`config.mk`:
```
export PLATFORM = sky130hd
export DESIGN_NAME = prefetch_queue_unit
export DESIGN_NICKNAME = d
export VERILOG_FILES = /design/src/rtl/pfq_pkg.sv /design/src/rtl/pfq_fifo.sv /design/src/rtl/pfq_ctrl.sv /design/src/rtl/prefetch_queue_unit.sv
export SDC_FILE = /design/constraint.sdc
export NUM_CORES = 1
export LEC_CHECK = 0
export BUFFER_PORTS_ARGS = -buffer_cell sky130_fd_sc_hd__buf_2
export CORE_MARGIN = 5
export CORE_UTILIZATION = 40
export CTS_BUF_LIST = sky130_fd_sc_hd__clkbuf_4 sky130_fd_sc_hd__clkbuf_8
export DETAILED_ROUTE_END_ITERATION = 16
export GPL_TIMING_DRIVEN = 0
export SLEW_MARGIN = 20
export SYNTH_ARGS = -nofsm -noshare
export SYNTH_HDL_FRONTEND = slang
export SYNTH_HIERARCHICAL = 1
export SYNTH_SLANG_ARGS = --single-unit
export TNS_END_PERCENT = 30
```
`constraint.sdc`:
```
create_clock -name clk -period 4.04 [get_ports clk]
set_input_delay 0.808 -clock clk [delete_from_list [all_inputs] [get_ports clk]]
set_output_delay 0.808 -clock clk [all_outputs]
set_load 0.1 [all_outputs]
```
`src/rtl/pfq_pkg.sv`:
```
package pfq_pkg;
  typedef enum logic [1:0] {
    BUS_IDLE  = 2'd0,
    BUS_FETCH = 2'd1,
    BUS_DATA  = 2'd2
  } bus_st_t;
endpackage

```
`src/rtl/pfq_fifo.sv`:
```
module pfq_fifo #(
  parameter int DATA_W = 8,
  parameter int DEPTH  = 4
) (
  input  logic              clk,
  input  logic              rst,
  input  logic              clr,
  input  logic              wr_en,
  input  logic [DATA_W-1:0] wr_data,
  input  logic              rd_en,
  output logic [DATA_W-1:0] rd_data,
  output logic              not_empty,
  output logic              full
);
  localparam int PTR_W = (DEPTH > 1) ? $clog2(DEPTH) : 1;
  localparam int CNT_W = $clog2(DEPTH + 1);
  localparam logic [PTR_W-1:0] LAST = PTR_W'(DEPTH - 1);
  localparam logic [CNT_W-1:0] CAP  = CNT_W'(DEPTH);

  logic [DATA_W-1:0] store [DEPTH];
  logic [PTR_W-1:0]  wp, rp;
  logic [CNT_W-1:0]  cnt;
  logic              push, pop;

  assign push      = wr_en && !clr;
  assign pop       = rd_en && (cnt != '0) && !clr;
  assign not_empty = (cnt != '0);
  assign full      = (cnt == CAP);
  assign rd_data   = store[rp];

  // storage without reset so it can map to RAM
  always_ff @(posedge clk) begin
    if (push) store[wp] <= wr_data;
  end

  always_ff @(posedge clk) begin
    if (rst || clr) begin
      wp  <= '0;
      rp  <= '0;
      cnt <= '0;
    end else begin
      if (push) wp <= (wp == LAST) ? '0 : wp + 1'b1;
      if (pop)  rp <= (rp == LAST) ? '0 : rp + 1'b1;
      case ({push, pop})
        2'b10:   cnt <= cnt + 1'b1;
        2'b01:   cnt <= cnt - 1'b1;
        default: cnt <= cnt;
      endcase
    end
  end

  p_no_overflow_r3: assert property (@(posedge clk) disable iff (rst)
    !(wr_en && full && !rd_en));

  p_empty_pop_r10: assert property (@(posedge clk) disable iff (rst)
    (rd_en && cnt == '0 && !wr_en) |=> (cnt == '0));
endmodule

```
`src/rtl/pfq_ctrl.sv`:
```
module pfq_ctrl
  import pfq_pkg::*;
#(
  parameter int ADDR_W = 16,
  parameter int DATA_W = 8,
  parameter logic [ADDR_W-1:0] RESET_ADDR = '0
) (
  input  logic              clk,
  input  logic              rst,
  input  logic              flush_i,
  input  logic [ADDR_W-1:0] flush_addr_i,
  input  logic              dreq_i,
  input  logic              dwe_i,
  input  logic [ADDR_W-1:0] daddr_i,
  input  logic [DATA_W-1:0] dwdata_i,
  input  logic              q_full_i,
  input  logic              mem_ready_i,
  input  logic [DATA_W-1:0] mem_rdata_i,
  output logic              mem_req_o,
  output logic              mem_we_o,
  output logic [ADDR_W-1:0] mem_addr_o,
  output logic [DATA_W-1:0] mem_wdata_o,
  output logic              dack_o,
  output logic [DATA_W-1:0] drdata_o,
  output logic [ADDR_W-1:0] fetch_ptr_o,
  output logic              push_o,
  output logic [DATA_W-1:0] push_data_o
);
  bus_st_t st;
  logic    drop;
  logic    data_pend;

  assign data_pend   = dreq_i && !dack_o;
  assign push_o      = (st == BUS_FETCH) && mem_ready_i && !drop && !flush_i;
  assign push_data_o = mem_rdata_i;

  always_ff @(posedge clk) begin
    if (rst) begin
      st          <= BUS_IDLE;
      drop        <= 1'b0;
      mem_req_o   <= 1'b0;
      mem_we_o    <= 1'b0;
      mem_addr_o  <= '0;
      mem_wdata_o <= '0;
      dack_o      <= 1'b0;
      drdata_o    <= '0;
      fetch_ptr_o <= RESET_ADDR;
    end else begin
      dack_o <= 1'b0;
      if (flush_i) fetch_ptr_o <= flush_addr_i;
      case (st)
        BUS_IDLE: begin
          if (!flush_i) begin
            if (data_pend) begin
              st          <= BUS_DATA;
              mem_req_o   <= 1'b1;
              mem_we_o    <= dwe_i;
              mem_addr_o  <= daddr_i;
              mem_wdata_o <= dwdata_i;
            end else if (!q_full_i) begin
              st          <= BUS_FETCH;
              drop        <= 1'b0;
              mem_req_o   <= 1'b1;
              mem_we_o    <= 1'b0;
              mem_addr_o  <= fetch_ptr_o;
            end
          end
        end
        BUS_FETCH: begin
          if (flush_i) drop <= 1'b1;
          if (mem_ready_i) begin
            st        <= BUS_IDLE;
            mem_req_o <= 1'b0;
            if (!drop && !flush_i) fetch_ptr_o <= fetch_ptr_o + 1'b1;
          end
        end
        BUS_DATA: begin
          if (mem_ready_i) begin
            st        <= BUS_IDLE;
            mem_req_o <= 1'b0;
            mem_we_o  <= 1'b0;
            dack_o    <= 1'b1;
            if (!mem_we_o) drdata_o <= mem_rdata_i;
          end
        end
        default: st <= BUS_IDLE;
      endcase
    end
  end

  p_req_hold_r4: assert property (@(posedge clk) disable iff (rst)
    (mem_req_o && !mem_ready_i) |=>
      (mem_req_o && $stable(mem_addr_o) && $stable(mem_we_o) && $stable(mem_wdata_o)));

  p_req_gap_r4: assert property (@(posedge clk) disable iff (rst)
    (mem_req_o && mem_ready_i) |=> !mem_req_o);

  p_slot_needed_r3: assert property (@(posedge clk) disable iff (rst)
    (st == BUS_IDLE && !flush_i && !data_pend && q_full_i) |=> !mem_req_o);

  p_data_first_r6: assert property (@(posedge clk) disable iff (rst)
    (st == BUS_IDLE && !flush_i && data_pend) |=> (mem_req_o && st == BUS_DATA));

  p_ack_pulse_r7: assert property (@(posedge clk) disable iff (rst)
    (st == BUS_DATA && mem_ready_i) |=> (dack_o ##1 !dack_o));

  p_ptr_load_r8: assert property (@(posedge clk) disable iff (rst)
    flush_i |=> (fetch_ptr_o == $past(flush_addr_i)));

  p_ptr_step_r5: assert property (@(posedge clk) disable iff (rst)
    !flush_i |=> (fetch_ptr_o == $past(fetch_ptr_o) ||
                  fetch_ptr_o == ADDR_W'($past(fetch_ptr_o) + 1'b1)));

  p_drop_hold_r9: assert property (@(posedge clk) disable iff (rst)
    (drop && st == BUS_FETCH && mem_ready_i && !flush_i) |=> $stable(fetch_ptr_o));
endmodule

```
`src/rtl/prefetch_queue_unit.sv`:
```
module prefetch_queue_unit #(
  parameter int ADDR_W = 16,
  parameter int DATA_W = 8,
  parameter int DEPTH  = 4,
  parameter logic [ADDR_W-1:0] RESET_ADDR = '0
) (
  input  logic              clk,
  input  logic              rst,
  input  logic              flush_i,
  input  logic [ADDR_W-1:0] flush_addr_i,
  input  logic              deq_i,
  output logic              q_valid_o,
  output logic [DATA_W-1:0] q_byte_o,
  output logic [ADDR_W-1:0] fetch_ptr_o,
  input  logic              dreq_i,
  input  logic              dwe_i,
  input  logic [ADDR_W-1:0] daddr_i,
  input  logic [DATA_W-1:0] dwdata_i,
  output logic              dack_o,
  output logic [DATA_W-1:0] drdata_o,
  output logic              mem_req_o,
  output logic              mem_we_o,
  output logic [ADDR_W-1:0] mem_addr_o,
  output logic [DATA_W-1:0] mem_wdata_o,
  input  logic              mem_ready_i,
  input  logic [DATA_W-1:0] mem_rdata_i
);
  logic              q_full;
  logic              push;
  logic [DATA_W-1:0] push_data;

  pfq_ctrl #(
    .ADDR_W(ADDR_W), .DATA_W(DATA_W), .RESET_ADDR(RESET_ADDR)
  ) u_ctrl (
    .clk(clk), .rst(rst),
    .flush_i(flush_i), .flush_addr_i(flush_addr_i),
    .dreq_i(dreq_i), .dwe_i(dwe_i), .daddr_i(daddr_i), .dwdata_i(dwdata_i),
    .q_full_i(q_full),
    .mem_ready_i(mem_ready_i), .mem_rdata_i(mem_rdata_i),
    .mem_req_o(mem_req_o), .mem_we_o(mem_we_o),
    .mem_addr_o(mem_addr_o), .mem_wdata_o(mem_wdata_o),
    .dack_o(dack_o), .drdata_o(drdata_o),
    .fetch_ptr_o(fetch_ptr_o),
    .push_o(push), .push_data_o(push_data)
  );

  pfq_fifo #(
    .DATA_W(DATA_W), .DEPTH(DEPTH)
  ) u_fifo (
    .clk(clk), .rst(rst), .clr(flush_i),
    .wr_en(push), .wr_data(push_data),
    .rd_en(deq_i), .rd_data(q_byte_o),
    .not_empty(q_valid_o), .full(q_full)
  );

  p_flush_empty_r8: assert property (@(posedge clk) disable iff (rst)
    flush_i |=> !q_valid_o);
endmodule

```
==> impl_metrics.ini, run 1 <==
[placement]
post-place-cells = 659
place_area_um2 = 4920
gp_congestion = 0.821
portBuffers = 114
dp_hpwl_um = 8110
post-place-ws_ns = 0.808

[floorplan]
core.rowCount = 37
start_util = 0.407
fp.dieH_um = 112
core_um2 = 10300
ios = 115
die_x_um = 112
dieArea_um2 = 12600

[drt]
drc = 0
drtIter0Drc = 206
avgViaCountPerCell = 5.15
num_vias = 3476
wl_per_cell_um = 15.8
ant_nets = 0
drt-total-wl_um = 10600
firstDrtPassIters = 5

[final_layout]
multi_input_area_um2 = 1770
final_net_count = 600
drive_gt1_frac = 0.293
postLayoutCellArea_um2 = 5120
finalNonFillerCells = 675
seq_area_um2 = 2220
fill_cells = 1010
syn_to_final_growth_pct = 22.5
fin_util = 0.498
antenna_cells = 0

[power_and_ir_drop]
power_mw = 2.16
leakage_nw = 2.02
power.density_nw_per_um2 = 421
peakVddDrop_uv = 212

[logic_synthesis]
synth_top_area_cell = dfxtp_1
synth-main-ff-cell = dfxtp_1
netlist_area_um2 = 4180
synth-seq-area-share = 0.531
syn_avg_cell_area_um2 = 10.2
ys_types = 49
synthArstFlopShare = 0
syn_inst = 409
syn_nets = 475
synth.area.top_cells = dfxtp_1 30%, edfxtp_1 23%, nand2_1 5.6%, nor2_1 4.5%, mux4_2 4.3%
synth_edf_count = 32
synth_top_area_frac = 0.302
synth_warnings = 6
yosys_register_bits = 95

[global_route]
met1_usage = 0.225
overflow = 0
use_met3 = 0.0394
grtUsageTotal = 0.173
antenna_found_initial = 0
grt_pass1_vias = 3560
top_usage_layer = met2
grt_pass1_wl_um = 17500
grt_max_degree = 20
use_met2 = 0.293

[clock_network]
cts.path.max_buffers = 2
clkTransAtPathRegs_ns = 0.10
postCtsSetupBuffers = 0
clkLatencyLatePin_ns = 0.36
cts_sinks = 95
clock-root-buffer = clkbuf_8
post_cts_resized = 0
numCtsBuffers = 9
h-tree-depth = 3
hold_buffers = 0
cts_tree = yes

[status]
outcome = completed

[timing]
rsz0062_at_grt = false
skew_ns = 0.00667
finalMaxSlewViolations = 0
fin_setup_tns_ns = 0
tightest_slew_ns = 0.753
setup-violations-final = 0
slew-limit-headroom = 0.496
fin_crit_sh = 0.737
finalWorstSetupSlack_ns = 1.06
max_freq_ghz = 0.336
finalHoldWorstSlack_ns = 0.462
fin_crit_ns = 2.98
finalHoldViolCount = 0

[critical_path]
worstPathArrival_ns = 3.27
crit_type = reg -> reg
crit_required_ns = 4.33
critPathLaunchType = flop
path_max_fanout = 10
critPathLaunch = u_ctrl/st[1]
endpoint_kind = flop
worstReg2RegStart = u_ctrl/st[1]

[min_path]
hold_start = u_ctrl/drdata_o[4]
min_path_type = reg -> reg

[run]
maxCapViolCount = 0
==> kinds of logic (layout without fill, tap and decap cells) <==
family	count (synthesis)	after routing	synth area share
AOI/OAI and AO/OA	64	64	0.106
DFF	95	95	0.531
adders and majority gates	11	11	0.0347
xor gates and xnor gates	11	11	0.0230
and+or+nand+nor	165	165	0.185
buffers and inverters	42	172	0.0452
muxes	21	21	0.0745
==> layer usage <==
layer,vias up,routed length [µm]
met5,-,0
met4,0,103
met3,13,727
met2,127,5220
met1,1636,4600
li1,1700,-
==> path summary, 6_finish.rpt <==
check | to | slack [ns] | depth (start not counted)
setup / recovery | u_fifo/cnt[2] | 1.06 | 14
hold / removal | u_ctrl/drdata_o[4] | 0.46 | 2
setup reg to reg | u_fifo/cnt[2] | 1.06 | 14
hold reg to reg | u_ctrl/drdata_o[4] | 0.46 | 2
==> power breakdown <==
group	leakage, nW	total (mW)	switching [mW]	internal, mW
clock network	0.0981	0.616	0.371	0.244
logic	1.12	0.484	0.384	0.100
registers	0.804	1.06	0.0342	1.02
total	2.02	2.16	0.789	1.37
==> cell usage in the layout, fill, tap and decap left out, types with 2 or more instances in the layout <==
cell / instances
buf_2: 115
dfxtp_1: 63
nand2_1: 62
nor2_1: 50
edfxtp_1: 32
a21oi_1: 21
a311oi_1: 18
clkbuf_1: 17
inv_1: 12
mux2i_1: 12
a211oi_1: 10
ha_1: 10
clkbuf_8: 9
xnor2_1: 9
buf_4: 8
mux4_2: 8
nand3_1: 7
nand4_1: 6
nor3_1: 6
o21ai_0: 6
or3_1: 5
nor4_1: 4
and2_1: 4
inv_8: 3
nand2b_1: 3
nor2b_1: 3
buf_1: 3
clkinv_4: 2
nand3b_1: 2
and3_1: 2
or2_2: 2
xor2_1: 2
o21ai_2: 2
==> registers in the layout, summed over array words and instances, names as in the netlist, 3 cells and up, named ones only <==
| name | cells |
|---|---|
| u_fifo/store | 32 |
| u_ctrl/fetch_ptr_o | 16 |
| u_ctrl/mem_addr_o | 16 |
| u_ctrl/drdata_o | 8 |
| u_ctrl/mem_wdata_o | 8 |
| u_fifo/cnt | 3 |
==> area by class of cell <==
class	count	area share
Tap cell	136	0.0332
Sequential cell	95	0.434
Clock buffer	9	0.0242
Multi-Input combinational cell	272	0.346
Buffer	29	0.0274
Inverter	13	0.00953
Clock inverter	7	0.0147
Timing Repair Buffer	114	0.111
==> Yosys cell counts, types with 7 or more instances <==
library cell / number
dfxtp_1: 63
buf_4: 8
nand2_1: 62
edfxtp_1: 32
xnor2_1: 9
a211oi_1: 10
inv_1: 12
a311oi_1: 18
ha_1: 10
mux2i_1: 12
nand3_1: 7
nor2_1: 50
mux4_2: 8
a21oi_1: 21
clkbuf_1: 17
==> worst max-delay path: stages (launching register included) <==
cell,delay (ns)
dfxtp_1,0.34
inv_1,0.07
ha_1,0.23
nand3b_1,0.22
clkbuf_1,0.41
nor2_1,0.19
inv_1,0.11
nor2_1,0.08
inv_1,0.07
ha_1,0.18
inv_1,0.06
fa_1,0.37
xor2_1,0.15
or3_1,0.30
a21oi_1,0.13
(Power assumes the default switching activity.)
==> run 2: changes to the inputs <==
==> constraint.sdc (replaced) <==
create_clock -name clk -period 2.9 [get_ports clk]
set_input_delay 0.58 -clock clk [delete_from_list [all_inputs] [get_ports clk]]
set_output_delay 0.58 -clock clk [all_outputs]
set_load 0.1 [all_outputs]
==> run 2 against run 1 <==
  * Clock power is 39% higher
  * Sequential share of layout area is 0.053 points lower
  * Combinational power is 39% higher
  * Power is 39% higher
  * Global-route usage stayed put
  * Largest cell class unchanged
  * Highest routed layer unchanged
==> impl_metrics.ini, run 2 (synthesis gave the netlist of run 1 again) <==
[drt]
drc = 0
drtIter0Drc = 213
drt-total-wl_um = 10700
ant_nets = 0
num_vias = 3448
firstDrtPassIters = 4
wl_per_cell_um = 15.8
avgViaCountPerCell = 5.11

[timing]
max_freq_ghz = 0.365
fin_crit_ns = 2.74
rsz0062_at_grt = false
tightest_slew_ns = 0.759
finalHoldViolCount = 0
finalHoldWorstSlack_ns = 0.450
fin_crit_sh = 0.944
skew_ns = 0.00705
setup-violations-final = 0
slew-limit-headroom = 0.492
finalMaxSlewViolations = 0

[power_and_ir_drop]
peakVddDrop_uv = 293
power.density_nw_per_um2 = 586
power_mw = 3.00
leakage_nw = 2.03

[clock_network]
h-tree-depth = 3
postCtsSetupBuffers = 0
clkTransAtPathRegs_ns = 0.10
clkLatencyLatePin_ns = 0.36
cts_sinks = 95
cts.path.max_buffers = 2
clock-root-buffer = clkbuf_8
cts_tree = yes
numCtsBuffers = 9

[final_layout]
largest-register = u_fifo/store
postLayoutCellArea_um2 = 5130
final_common_cell = buf_2
fill_cells = 1006
reg_top3 = u_fifo/store: 32 flops, u_ctrl/fetch_ptr_o: 16 flops, u_ctrl/mem_addr_o: 16 flops
layout_common_cells = 116 x buf_2, 63 x dfxtp_1, 62 x nand2_1
syn_to_final_growth_pct = 22.6
antenna_cells = 0
final_net_count = 600
multi_input_area_um2 = 1780
fin_util = 0.499
drive_gt1_frac = 0.299
seq_area_um2 = 2220
largest_reg_flops = 32

[critical_path]
path_max_fanout = 10
cp_slowest_stage_delay_ns = 0.37
critical_path.slowest_cell = fa_1
worst_path_most_repeated_cell = inv_1
crit_required_ns = 3.19
endpoint_kind = flop
worstPathArrival_ns = 3.03
path_cells = inv_1 > ha_1 > nand3b_1 > buf_2 > nor2_2 > inv_1 > nor2_2 > inv_1 > ha_1 > inv_1 > fa_1 > xor2_1 > or3_1 > a21oi_1
critPathLaunchType = flop
path_buf_inv = 5
crit_type = reg -> reg
critical-path-top-delay-family = adder cells

[floorplan]
dieArea_um2 = 12600
core.rowCount = 37
fp.dieH_um = 112
start_util = 0.407
die_x_um = 112
core_um2 = 10300
ios = 115

[placement]
place_area_um2 = 4920
portBuffers = 114
gp_congestion = 0.821
dp_hpwl_um = 8110

[global_route]
antenna_found_initial = 0
overflow = 0
grt_max_degree = 20
grt_pass1_vias = 3560
grtUsageTotal = 0.173
grt_pass1_wl_um = 17500

[min_path]
min_path_type = in -> reg

[status]
outcome = completed

[run]
maxCapViolCount = 0
run 2: what timing repair did:
action                                 CTS  global route
endpoints found under the hold margin    0             0
hold buffers                             0             0
setup endpoints to repair                1             2
gates cloned                             0             0
resized for setup                        1             3
pin swaps                                0             0
run 2: through the flow:
step	std cells	setup slack [ns]	TNS (ns)
after floorplan	409	0.363	0
after global placement	659	-0.0952	-0.0952
after detailed placement	659	-0.104	-0.111
after CTS	675	0.0841	0
after global routing	675	0.00262	0
final	675	0.163	0
run 2: worst paths after layout:
kind                      start                     end  slack [ns]  cells past startpoint
max                u_ctrl/st[1]           u_fifo/cnt[2]        0.16                     14
min            flush_addr_i[11]  u_ctrl/fetch_ptr_o[11]        0.45                      2
max reg2reg        u_ctrl/st[1]           u_fifo/cnt[2]        0.16                     14
min reg2reg  u_ctrl/drdata_o[4]      u_ctrl/drdata_o[4]        0.46                      2
run 2: area by class of cell:
type / instances / share of cell area
flip-flops and latches: 95 / 0.433
multi-input cells: 272 / 0.346
repair buffers: 114 / 0.111
well taps: 136 / 0.0332
plain buffers: 29 / 0.0276
clock buffers: 9 / 0.0242
clock inverters: 7 / 0.0146
inverters: 13 / 0.00951
run 2: metal layers:
layer | track usage | vias up | share of wire
met5 | 0 | - | 0
met4 | 0.0417 | 0 | 0.0093
met3 | 0.0394 | 10 | 0.062
met2 | 0.293 | 118 | 0.49
met1 | 0.225 | 1625 | 0.44
li1 | - | 1695 | -
run 2: power breakdown:
group / switching [mW] / internal (mW) / total (mW)
Sequential: 0.0474 / 1.43 / 1.47
Clock: 0.516 / 0.340 / 0.856
Combinational: 0.535 / 0.140 / 0.675
Total: 1.10 / 1.91 / 3.00
